## src/rtl/atmc_pkg.sv

```systemverilog
package atmc_pkg;

    localparam int BYTE_W    = 8;
    localparam int CHK_W     = 10;
    localparam logic [CHK_W-1:0] CHK_POLY = 10'h233;

    // Positional flags for the byte currently at the input
    typedef struct packed {
        logic start;     // cell position 0
        logic clear;     // first payload byte: check register starts at zero
        logic accum;     // full byte goes into the check
        logic split;     // byte holding the top two check bits
        logic last;      // byte holding the low eight check bits
    } pos_flags_t;

    typedef struct packed {
        logic              sop;
        logic [BYTE_W-1:0] data;
    } out_beat_t;

    // One MSB-first bit step of the check register
    function automatic logic [CHK_W-1:0] chk_step(input logic [CHK_W-1:0] r,
                                                   input logic b);
        logic fb;
        fb = r[CHK_W-1] ^ b;
        return {r[CHK_W-2:0], 1'b0} ^ (fb ? CHK_POLY : '0);
    endfunction

    // Feed the top nbits of a byte, MSB first
    function automatic logic [CHK_W-1:0] chk_byte(input logic [CHK_W-1:0] r,
                                                   input logic [BYTE_W-1:0] d,
                                                   input int nbits);
        logic [CHK_W-1:0] acc;
        acc = r;
        for (int i = 0; i < BYTE_W; i++) begin
            if (i < nbits) acc = chk_step(acc, d[BYTE_W-1-i]);
        end
        return acc;
    endfunction

endpackage

```

## src/rtl/atmc_cell_tracker.sv

```systemverilog
module atmc_cell_tracker
    import atmc_pkg::*;
#(
    parameter int HDR_BYTES = 5,
    parameter int PAY_BYTES = 48
) (
    input  logic       clk,
    input  logic       rst,
    input  logic       take,
    input  logic       sop,
    input  logic       flag,
    output pos_flags_t pos,
    output logic       cell_en
);
    localparam int CELL_BYTES = HDR_BYTES + PAY_BYTES;
    localparam int CNT_W      = $clog2(CELL_BYTES);
    localparam logic [CNT_W-1:0] IDX_CLEAR = CNT_W'(HDR_BYTES);
    localparam logic [CNT_W-1:0] IDX_SPLIT = CNT_W'(CELL_BYTES - 2);
    localparam logic [CNT_W-1:0] IDX_LAST  = CNT_W'(CELL_BYTES - 1);

    logic [CNT_W-1:0] cnt_q;
    logic [CNT_W-1:0] idx;
    logic             en_q;

    assign idx     = sop ? '0 : cnt_q;
    assign cell_en = sop ? flag : en_q;

    always_comb begin
        pos.start = (idx == '0);
        pos.clear = (idx == IDX_CLEAR);
        pos.accum = (idx >= IDX_CLEAR) && (idx < IDX_SPLIT);
        pos.split = (idx == IDX_SPLIT);
        pos.last  = (idx == IDX_LAST);
    end

    always_ff @(posedge clk) begin
        if (rst) begin
            cnt_q <= '0;
            en_q  <= 1'b0;
        end else if (take) begin
            cnt_q <= pos.last ? '0 : idx + 1'b1;
            if (sop) en_q <= flag;
        end
    end

endmodule

```

## src/rtl/atmc_crc10_acc.sv

```systemverilog
module atmc_crc10_acc
    import atmc_pkg::*;
(
    input  logic              clk,
    input  logic              rst,
    input  logic              take,
    input  pos_flags_t        pos,
    input  logic [BYTE_W-1:0] data,
    output logic [CHK_W-1:0]  chk_split,
    output logic [CHK_W-1:0]  chk_q
);
    logic [CHK_W-1:0] base;
    logic [CHK_W-1:0] chk_full;

    assign base      = pos.clear ? '0 : chk_q;
    assign chk_full  = chk_byte(base, data, BYTE_W);
    assign chk_split = chk_byte(base, data, BYTE_W - 2);

    always_ff @(posedge clk) begin
        if (rst) begin
            chk_q <= '0;
        end else if (take) begin
            if (pos.accum)      chk_q <= chk_full;
            else if (pos.split) chk_q <= chk_split;
        end
    end

endmodule

```

## src/rtl/atmc_out_stage.sv

```systemverilog
module atmc_out_stage
    import atmc_pkg::*;
(
    input  logic              clk,
    input  logic              rst,
    input  logic              load,
    input  out_beat_t         beat,
    output logic              can_load,
    input  logic              out_ready,
    output logic              out_valid,
    output logic [BYTE_W-1:0] out_data,
    output logic              out_sop
);
    out_beat_t beat_q;
    logic      vld_q;

    assign can_load  = !vld_q || out_ready;
    assign out_valid = vld_q;
    assign out_data  = beat_q.data;
    assign out_sop   = beat_q.sop;

    always_ff @(posedge clk) begin
        if (rst) begin
            vld_q  <= 1'b0;
            beat_q <= '0;
        end else if (load) begin
            vld_q  <= 1'b1;
            beat_q <= beat;
        end else if (out_ready) begin
            vld_q  <= 1'b0;
        end
    end

endmodule

```

## src/rtl/atmc_crc10_inserter.sv

```systemverilog
module atmc_crc10_inserter
    import atmc_pkg::*;
#(
    parameter int HDR_BYTES = 5,
    parameter int PAY_BYTES = 48
) (
    input  logic       clk,
    input  logic       rst,
    input  logic       in_valid,
    output logic       in_ready,
    input  logic [7:0] in_data,
    input  logic       in_sop,
    input  logic       in_crc_en,
    output logic       out_valid,
    input  logic       out_ready,
    output logic [7:0] out_data,
    output logic       out_sop
);
    pos_flags_t       pos;
    logic             cell_en;
    logic             take;
    logic [CHK_W-1:0] chk_split;
    logic [CHK_W-1:0] chk_q;
    out_beat_t        beat;

    assign take = in_valid && in_ready;

    atmc_cell_tracker #(
        .HDR_BYTES(HDR_BYTES),
        .PAY_BYTES(PAY_BYTES)
    ) trk_i (
        .clk     (clk),
        .rst     (rst),
        .take    (take),
        .sop     (in_sop),
        .flag    (in_crc_en),
        .pos     (pos),
        .cell_en (cell_en)
    );

    atmc_crc10_acc acc_i (
        .clk       (clk),
        .rst       (rst),
        .take      (take),
        .pos       (pos),
        .data      (in_data),
        .chk_split (chk_split),
        .chk_q     (chk_q)
    );

    always_comb begin
        beat.sop  = pos.start;
        beat.data = in_data;
        if (cell_en && pos.split)
            beat.data = {in_data[7:2], chk_split[CHK_W-1 -: 2]};
        else if (cell_en && pos.last)
            beat.data = chk_q[BYTE_W-1:0];
    end

    atmc_out_stage out_i (
        .clk       (clk),
        .rst       (rst),
        .load      (take),
        .beat      (beat),
        .can_load  (in_ready),
        .out_ready (out_ready),
        .out_valid (out_valid),
        .out_data  (out_data),
        .out_sop   (out_sop)
    );

endmodule

```

## config.mk

```make
export PLATFORM = sky130hd
export DESIGN_NAME = atmc_crc10_inserter
export DESIGN_NICKNAME = d
export VERILOG_FILES = /design/src/rtl/atmc_pkg.sv /design/src/rtl/atmc_cell_tracker.sv /design/src/rtl/atmc_crc10_acc.sv /design/src/rtl/atmc_out_stage.sv /design/src/rtl/atmc_crc10_inserter.sv
export SDC_FILE = /design/constraint.sdc
export NUM_CORES = 1
export LEC_CHECK = 0
export BUFFER_PORTS_ARGS = -buffer_cell sky130_fd_sc_hd__buf_2
export CORE_ASPECT_RATIO = 1.25
export CORE_UTILIZATION = 52
export DETAILED_ROUTE_END_ITERATION = 8
export PLACE_DENSITY = 0.77
export SLEW_MARGIN = 20
export SYNTH_ARGS = -nofsm -noshare
export SYNTH_HDL_FRONTEND = slang
export SYNTH_SLANG_ARGS = --single-unit
```

## constraint.sdc

```tcl
create_clock -name clk -period 2.3 [get_ports clk]
set_input_delay 0.23 -clock clk [delete_from_list [all_inputs] [get_ports clk]]
set_output_delay 0.23 -clock clk [all_outputs]
set_load 0.01 [all_outputs]
```

* Word level (Yosys, flattened, before mapping) *
Cells that the tools add are included.

operators by class
  add/subtract/negate cells = 1
  magnitude comparators = 2
  eq/ne operators = 3
  mux-type cells = 18
  bitwise operators = 16
  reduce and logical (&&, ||, !) cells = 10

operators by type and width
  cell                                                                   number
  10-bit 2-to-1 mux                                                      11
  10-bit bitwise XOR                                                     8
  8-bit 2-to-1 mux                                                       2
  6-bit equality test, second input constant                             2
  6-bit 2-to-1 mux                                                       2
  1-bit bitwise XOR                                                      8
  6-bit by 1-bit adder with 6-bit output, second input constant          1
  6-bit by 3-bit equality test with 1-bit output, second input constant  1
  6-bit by 3-bit >= comparator with 1-bit output, second input constant  1
  6-bit zero test                                                        1
  6-bit less-than comparator, second input constant                      1
  1-bit logical AND                                                      4
  2-bit nonzero test                                                     2
  1-bit 2-to-1 mux                                                       3
  2-bit AND reduction                                                    1
  1-bit zero test                                                        1
  1-bit logical OR                                                       1

storage, ports and cells
  register bits after elaboration = 27
  bits of input ports = 14
  output and inout bits = 11
  word-level logic and storage cells = 56

* Logic depth before layout (Yosys ltp) *
  word-level depth = 28
  gate-level depth with buffers = 12
  mapped depth without buffers = 10

* Cells and area by module *
From an unflattened synthesis, not the netlist that was laid out.

unflattened totals
  cell total of the unflattened synthesis = 224
  area total of the unflattened synthesis = 2049.5 µm²

by module, submodules not included
  module               times used  cells an instance  area an instance (µm²)  sequential area each (µm²)
  atmc_crc10_acc       1           109                983.4                   200.2
  atmc_cell_tracker    1           68                 560.5                   140.1
  atmc_out_stage       1           33                 355.3                   200.2
  atmc_crc10_inserter  1           14                 150.1                   0.0

* Worst setup path before layout *
Ideal clock, no wire load.

  path type = input to register
  start = in in_sop
  end = reg acc_i.chk_q[4]
  library setup time = 0.091 ns
  arrival = 2.398 ns
  data required time = 2.209 ns
  setup slack = -0.189 ns
  stages = 12
  path buffers = 2
  cells stage by stage = clkbuf_1 > nor2b_1 > inv_1 > ha_1 > and4bb_1 > and2_1 > buf_2 > nor3_2 > o21ai_1 > a211o_1 > a21o_1 > a311oi_1

on the way
  cells in the longest elaborated chain, start to end = 28
  elaborated cells on any way between the ends = 35
  those cells by class = order compare (2); eq/ne (2); mux (12); bitwise (16); reduce/logical (3)

ends and longest elaborated chain
  what                                            RTL line                   source
  start, declared                                 atmc_crc10_inserter.sv:12  input logic in_sop,
  6-bit 2-to-1 mux (*)                            atmc_cell_tracker.sv:25    assign idx = sop ? '0 : cnt_q;
  6-bit by 3-bit equality test with 1-bit output  atmc_cell_tracker.sv:30    pos.clear = (idx == IDX_CLEAR);
  10-bit 2-to-1 mux                               atmc_crc10_acc.sv:15       assign base = pos.clear ? '0 : chk_q;
  1-bit bitwise XOR                               atmc_pkg.sv:25             fb = r[CHK_W-1] ^ b;
  10-bit 2-to-1 mux                               atmc_pkg.sv:26             return {r[CHK_W-2:0], 1'b0} ^ (fb ? CHK_POLY : '0);
  10-bit bitwise XOR                              atmc_pkg.sv:26
  1-bit bitwise XOR                               atmc_pkg.sv:25
  10-bit 2-to-1 mux                               atmc_pkg.sv:26
  [12 not listed]                                 n/a
  10-bit bitwise XOR                              atmc_pkg.sv:26
  1-bit bitwise XOR                               atmc_pkg.sv:25
  10-bit 2-to-1 mux                               atmc_pkg.sv:26
  10-bit bitwise XOR                              atmc_pkg.sv:26
  1-bit bitwise XOR                               atmc_pkg.sv:25
  10-bit 2-to-1 mux                               atmc_pkg.sv:26
  10-bit bitwise XOR                              atmc_pkg.sv:26
  10-bit 2-to-1 mux                               atmc_crc10_acc.sv:23       if (pos.accum) chk_q <= chk_full;
  end signal, assigned                            atmc_crc10_acc.sv:23
  end signal, assigned                            atmc_crc10_acc.sv:24       else if (pos.split) chk_q <= chk_split;
  end, declared                                   atmc_crc10_acc.sv:10       output logic [CHK_W-1:0] chk_q

Every way passes the cells marked *; elsewhere a longest branch is shown, timed or not. The select of a mux whose other input is x is not followed.
A chain may end at the register's enable or synchronous reset.

* Worst setup path in the final report *
  start = reg acc_i.chk_q[8]
  end = reg acc_i.chk_q[9]

on the way
  cells in the longest elaborated chain, start to end = 24
  elaborated cells on any way between the ends = 25
  those cells by class = mux (10); bitwise (15)

ends and longest elaborated chain
  what                    RTL line
  10-bit 2-to-1 mux (*)   atmc_crc10_acc.sv:15
  10-bit bitwise XOR (*)  atmc_pkg.sv:26
  1-bit bitwise XOR (*)   atmc_pkg.sv:25
  10-bit 2-to-1 mux (*)   atmc_pkg.sv:26
  10-bit bitwise XOR (*)  atmc_pkg.sv:26
  1-bit bitwise XOR       atmc_pkg.sv:25
  10-bit 2-to-1 mux       atmc_pkg.sv:26
  10-bit bitwise XOR (*)  atmc_pkg.sv:26
  [8 not listed]          n/a
  10-bit bitwise XOR (*)  atmc_pkg.sv:26
  1-bit bitwise XOR       atmc_pkg.sv:25
  10-bit 2-to-1 mux       atmc_pkg.sv:26
  10-bit bitwise XOR      atmc_pkg.sv:26
  1-bit bitwise XOR       atmc_pkg.sv:25
  10-bit 2-to-1 mux       atmc_pkg.sv:26
  10-bit bitwise XOR      atmc_pkg.sv:26
  10-bit 2-to-1 mux (*)   atmc_crc10_acc.sv:23

Marks and branches as above.

==> summary by stage <==
Yosys
In the synthesized netlist, the number of instances is 253. The portion of netlist area occupied by mux cells is 0.06477. The simple logic cell fraction of the synthesized area is 0.2153. The post-synthesis sequential area ratio is 0.2665. The synthesized-area fraction occupied by ao, oa, aoi and oai cells is 0.1542. The count of different cell masters after synthesis is 40. A synthesized cell averages 8.017 um2.

The synthesized net count is 271. The commonest register cell after synthesis is dfxtp_1. The Yosys step of the flow raised 0 warnings. The area of the mapped netlist is 0.002028 mm2. The cell type with the largest total area after synthesis is dfxtp_1. After synthesis the netlist holds a flip-flop and latch count of 27.

The share of synthesized area in the top cell type comes to 0.2665. The count of flip-flops with a built-in enable after synthesis is 0. The most common cell in the netlist is nor2_1. Of the total synthesized cell area, the portion taken by full adders, half adders and majority gates is 0.02468. The async set-reset flop share out of synthesis is 0. After synthesis, the largest family of logic cells by area is XOR/XNOR gates.

Of the total synthesized cell area, the portion taken by XOR and XNOR cells is 0.2252. Counting instances in the post-synthesis netlist gives the leading cell types as nor2_1 (40), dfxtp_1 (27), xnor2_1 (27). Ranked by total cell area, the synthesized netlist is headed by dfxtp_1 (27%), xnor2_1 (12%), nor2_1 (7.4%).

Placed design
The HPWL after detailed placement is 3.803 mm. The last weighted congestion value of the routability-driven placer is 0.8925. Port buffering added 24 buffers.

The area after detailed placement is 0.002370 mm2.

Global route
The initial antenna violation count is 0. After global routing the overflow that remains totals 0. Entering global routing, the biggest net connects 28 pins. The first global-routing pass estimated 8.231 mm of wire. The via count of the first global-routing pass is 1,838.

The overall fraction of global-route tracks in use is 0.2548.

STA
In the finished design, the share of the clock period the worst path needs comes to 0.9825. The maximum clock skew at final layout is 0.005798 ns. The transition time at the pin with the least slew margin is 0.5220 ns. For the finished layout, the period the worst path requires is 2.260 ns. Setup violations remaining at the end of the flow were counted as 0. Measured against its own limit, the worst slew margin works out to 0.6520. Timing would allow up to 0.4425 GHz.

The hold violation count in the final report was 0. The max-slew violation count came to 0. Setup repair after global routing could not meet its margin everywhere.

Floorplan
The core area is 0.003754 mm2. The chip height is 71.83 um. After floorplanning, the core was divided into 25 placement rows. The die width is 57.86 um. The number of placed I/O pins is 25. The initial core utilization is 0.5403.

The die area is 0.004156 mm2.

Routing
The final layout contains routed wiring with a total length of 5.290 mm. The routed layout has 1,942 vias. The DRC violation total after the first TritonRoute iteration is 107. Dividing the detail-routed via count by the number of cells gives 5.678. The first detailed-routing pass took 6 iterations.

In this run the remaining antenna-violating nets after routing total 0. After detailed routing, the average wire length per cell comes to 15.47 um. The remaining design rule violation count is 2.

Worst setup path
The worst setup path is captured at a flip-flop. Traced cell by cell, the critical path runs through xnor2_1 > buf_4 > xnor2_2 > xor2_2 > mux2_2 > xnor3_1 > a211o_1 > a21oi_2. The type of the setup path with the least slack is flip-flop to flip-flop.

The dominant delay contributor by cell family on the critical path is XOR/XNOR gates. The critical-path cell with the highest stage delay is mux2_2. STA classifies the critical path startpoint as a flip-flop. The data required time at the worst endpoint is 2.51 ns. The highest cell delay on the worst timing path is 0.37 ns.

Together, buffers and inverters on the worst path number 1. Along the worst path, the maximum fanout reaches 4. The arrival time at the worst endpoint is 2.47 ns.

Final layout
The finished layout cell area is 0.002580 mm2. The final layout contains 321 nets. The signed area change from the synthesized netlist to the final layout is 27.21%. Of the cells placed in the final design, the portion with a size suffix greater than 1 is 0.3079. The number of antenna repair diodes is 0.

CTS
Counting along the longest clock path gives a buffer depth of 2. The clock network latency to the later pin of the worst-skew pair is 0.27 ns. The root buffer cell is clkbuf_8. The CTS tree is yes. Hold repair after CTS inserted 0 buffers. CTS built an H-tree with a depth of 1. The clock drives 27 sinks. The clock buffer count from CTS is 3. The clock transition at the registers of the reported paths is 0.10 ns.

Job
Max-cap violations in this run came to 0.

Outcome
The flow ran to the end, but the final reports show violations. The final reports fail on design-rule violations.

Pwr
The power density over cell area is 391.3 mW/mm2. For this design the static power due to leakage is 0.001075 uW. The total design power is 1010 uW. The maximum VDD drop is 0.0002322 V.

Worst hold path
The type of the worst min-delay path is input pin to flip-flop.
sequential cells by signal, summed over array words and instances, names as in the netlist:
register,count
acc_i.chk_q,10
trk_i.en_q,1
trk_i.cnt_q,6
out_i.out_valid,1
out_i.out_data,8
out_i.out_sop,1
power breakdown:
group	total [uW]	switching, uW	internal (uW)
combinational	243	135	107
sequential	490	6.92	483
clock	277	154	123
total	1010	296	714
layout by cell type (no fill, tap or decap), drive strengths merged:
| cell type | synthesis | layout |
|---|---|---|
| a211o | 2 | 2 |
| a211oi | 14 | 14 |
| a21o | 1 | 1 |
| a21oi | 20 | 20 |
| a311oi | 2 | 2 |
| and2 | 3 | 3 |
| and3 | 3 | 3 |
| and3b | 1 | 1 |
| and4b | 2 | 2 |
| and4bb | 1 | 1 |
| buf | 8 | 64 |
| clkbuf | 11 | 3 |
| clkinvlp | 0 | 1 |
| dfxtp | 27 | 27 |
| ha | 4 | 4 |
| inv | 4 | 4 |
| mux2 | 1 | 1 |
| mux2i | 12 | 12 |
| nand2 | 19 | 19 |
| nand2b | 3 | 3 |
| nand3 | 3 | 3 |
| nand3b | 1 | 1 |
| nor2 | 40 | 40 |
| nor2b | 4 | 4 |
| nor3 | 9 | 9 |
| o211ai | 1 | 1 |
| o21a | 2 | 2 |
| o21ai | 5 | 5 |
| o311a | 1 | 1 |
| o31ai | 1 | 1 |
| or2 | 2 | 2 |
| or4 | 1 | 1 |
| xnor2 | 28 | 28 |
| xnor3 | 4 | 4 |
| xor2 | 13 | 13 |
per-stage QoR:
| stage | setup TNS, ns | utilization | worst slack, ns | hold slack [ns] | cells |
|---|---|---|---|---|---|
| 6_report | 0 | 0.6873 | 0.04016 | 0.2009 | 342 |
| 5_1_grt | -0.09771 | 0.6873 | -0.05520 | 0.2213 | 342 |
| 4_1_cts | 0 | 0.6563 | 0.005017 | 0.2034 | 336 |
| 3_5_place_dp | -0.05840 | 0.6313 | -0.03919 | 0.4466 | 328 |
| 3_3_place_gp | 0 | 0.6313 | 0.02826 | 0.4413 | 328 |
| 2_1_floorplan | 0 | - | 0.002115 | 0.3595 | 253 |
worst paths after layout:
path                      from           endpoint  slack (ns)  cells after the start
min reg2reg  out_i.out_data[0]  out_i.out_data[0]        0.46                      2
max             acc_i.chk_q[8]     acc_i.chk_q[9]        0.04                      8
min                   in_valid    out_i.out_valid        0.20                      3
max reg2reg     acc_i.chk_q[8]     acc_i.chk_q[9]        0.04                      8
area by class of cell:
type                       instances  area, um2
multi-input combinational        203       1484
fill                             288       1174
sequential                        27      545.5
timing repair buffer              64      436.7
tap                               40      50.05
clock buffer                       3      41.29
inverter                           4      15.01
clock inverter                     1      7.507
cell families (layout without fill, tap and decap cells):
group,count (synthesis),in the layout
multiplexers,13,13
AND/OR/NAND/NOR,92,92
AO/OA/AOI/OAI,49,49
XOR/XNOR,45,45
buffers and inverters,23,72
flip-flops,27,27
adder cells (fa/ha/maj),4,4
worst min-delay path, stage by stage:
cell	delay, ns
buf_2	0.11
inv_1	0.05
a21oi_1	0.05
per-layer routing:
layer / GRT usage / routed length [um] / vias to the layer above
met1: 0.3251 / 2325 / 910
met2: 0.4355 / 2609 / 60
met3: 0.03249 / 184 / 20
li1: - / - / 952
met4: 0.09259 / 171 / 0
met5: 0 / 0 / -
timing repair:
item                                    4_1_cts  5_1_grt
pin swaps                                     5        6
resized for setup                             6       14
endpoints found under the setup margin        3       10
buffers inserted                              4        6
Note: power is estimated with default switching activity, not from simulation.
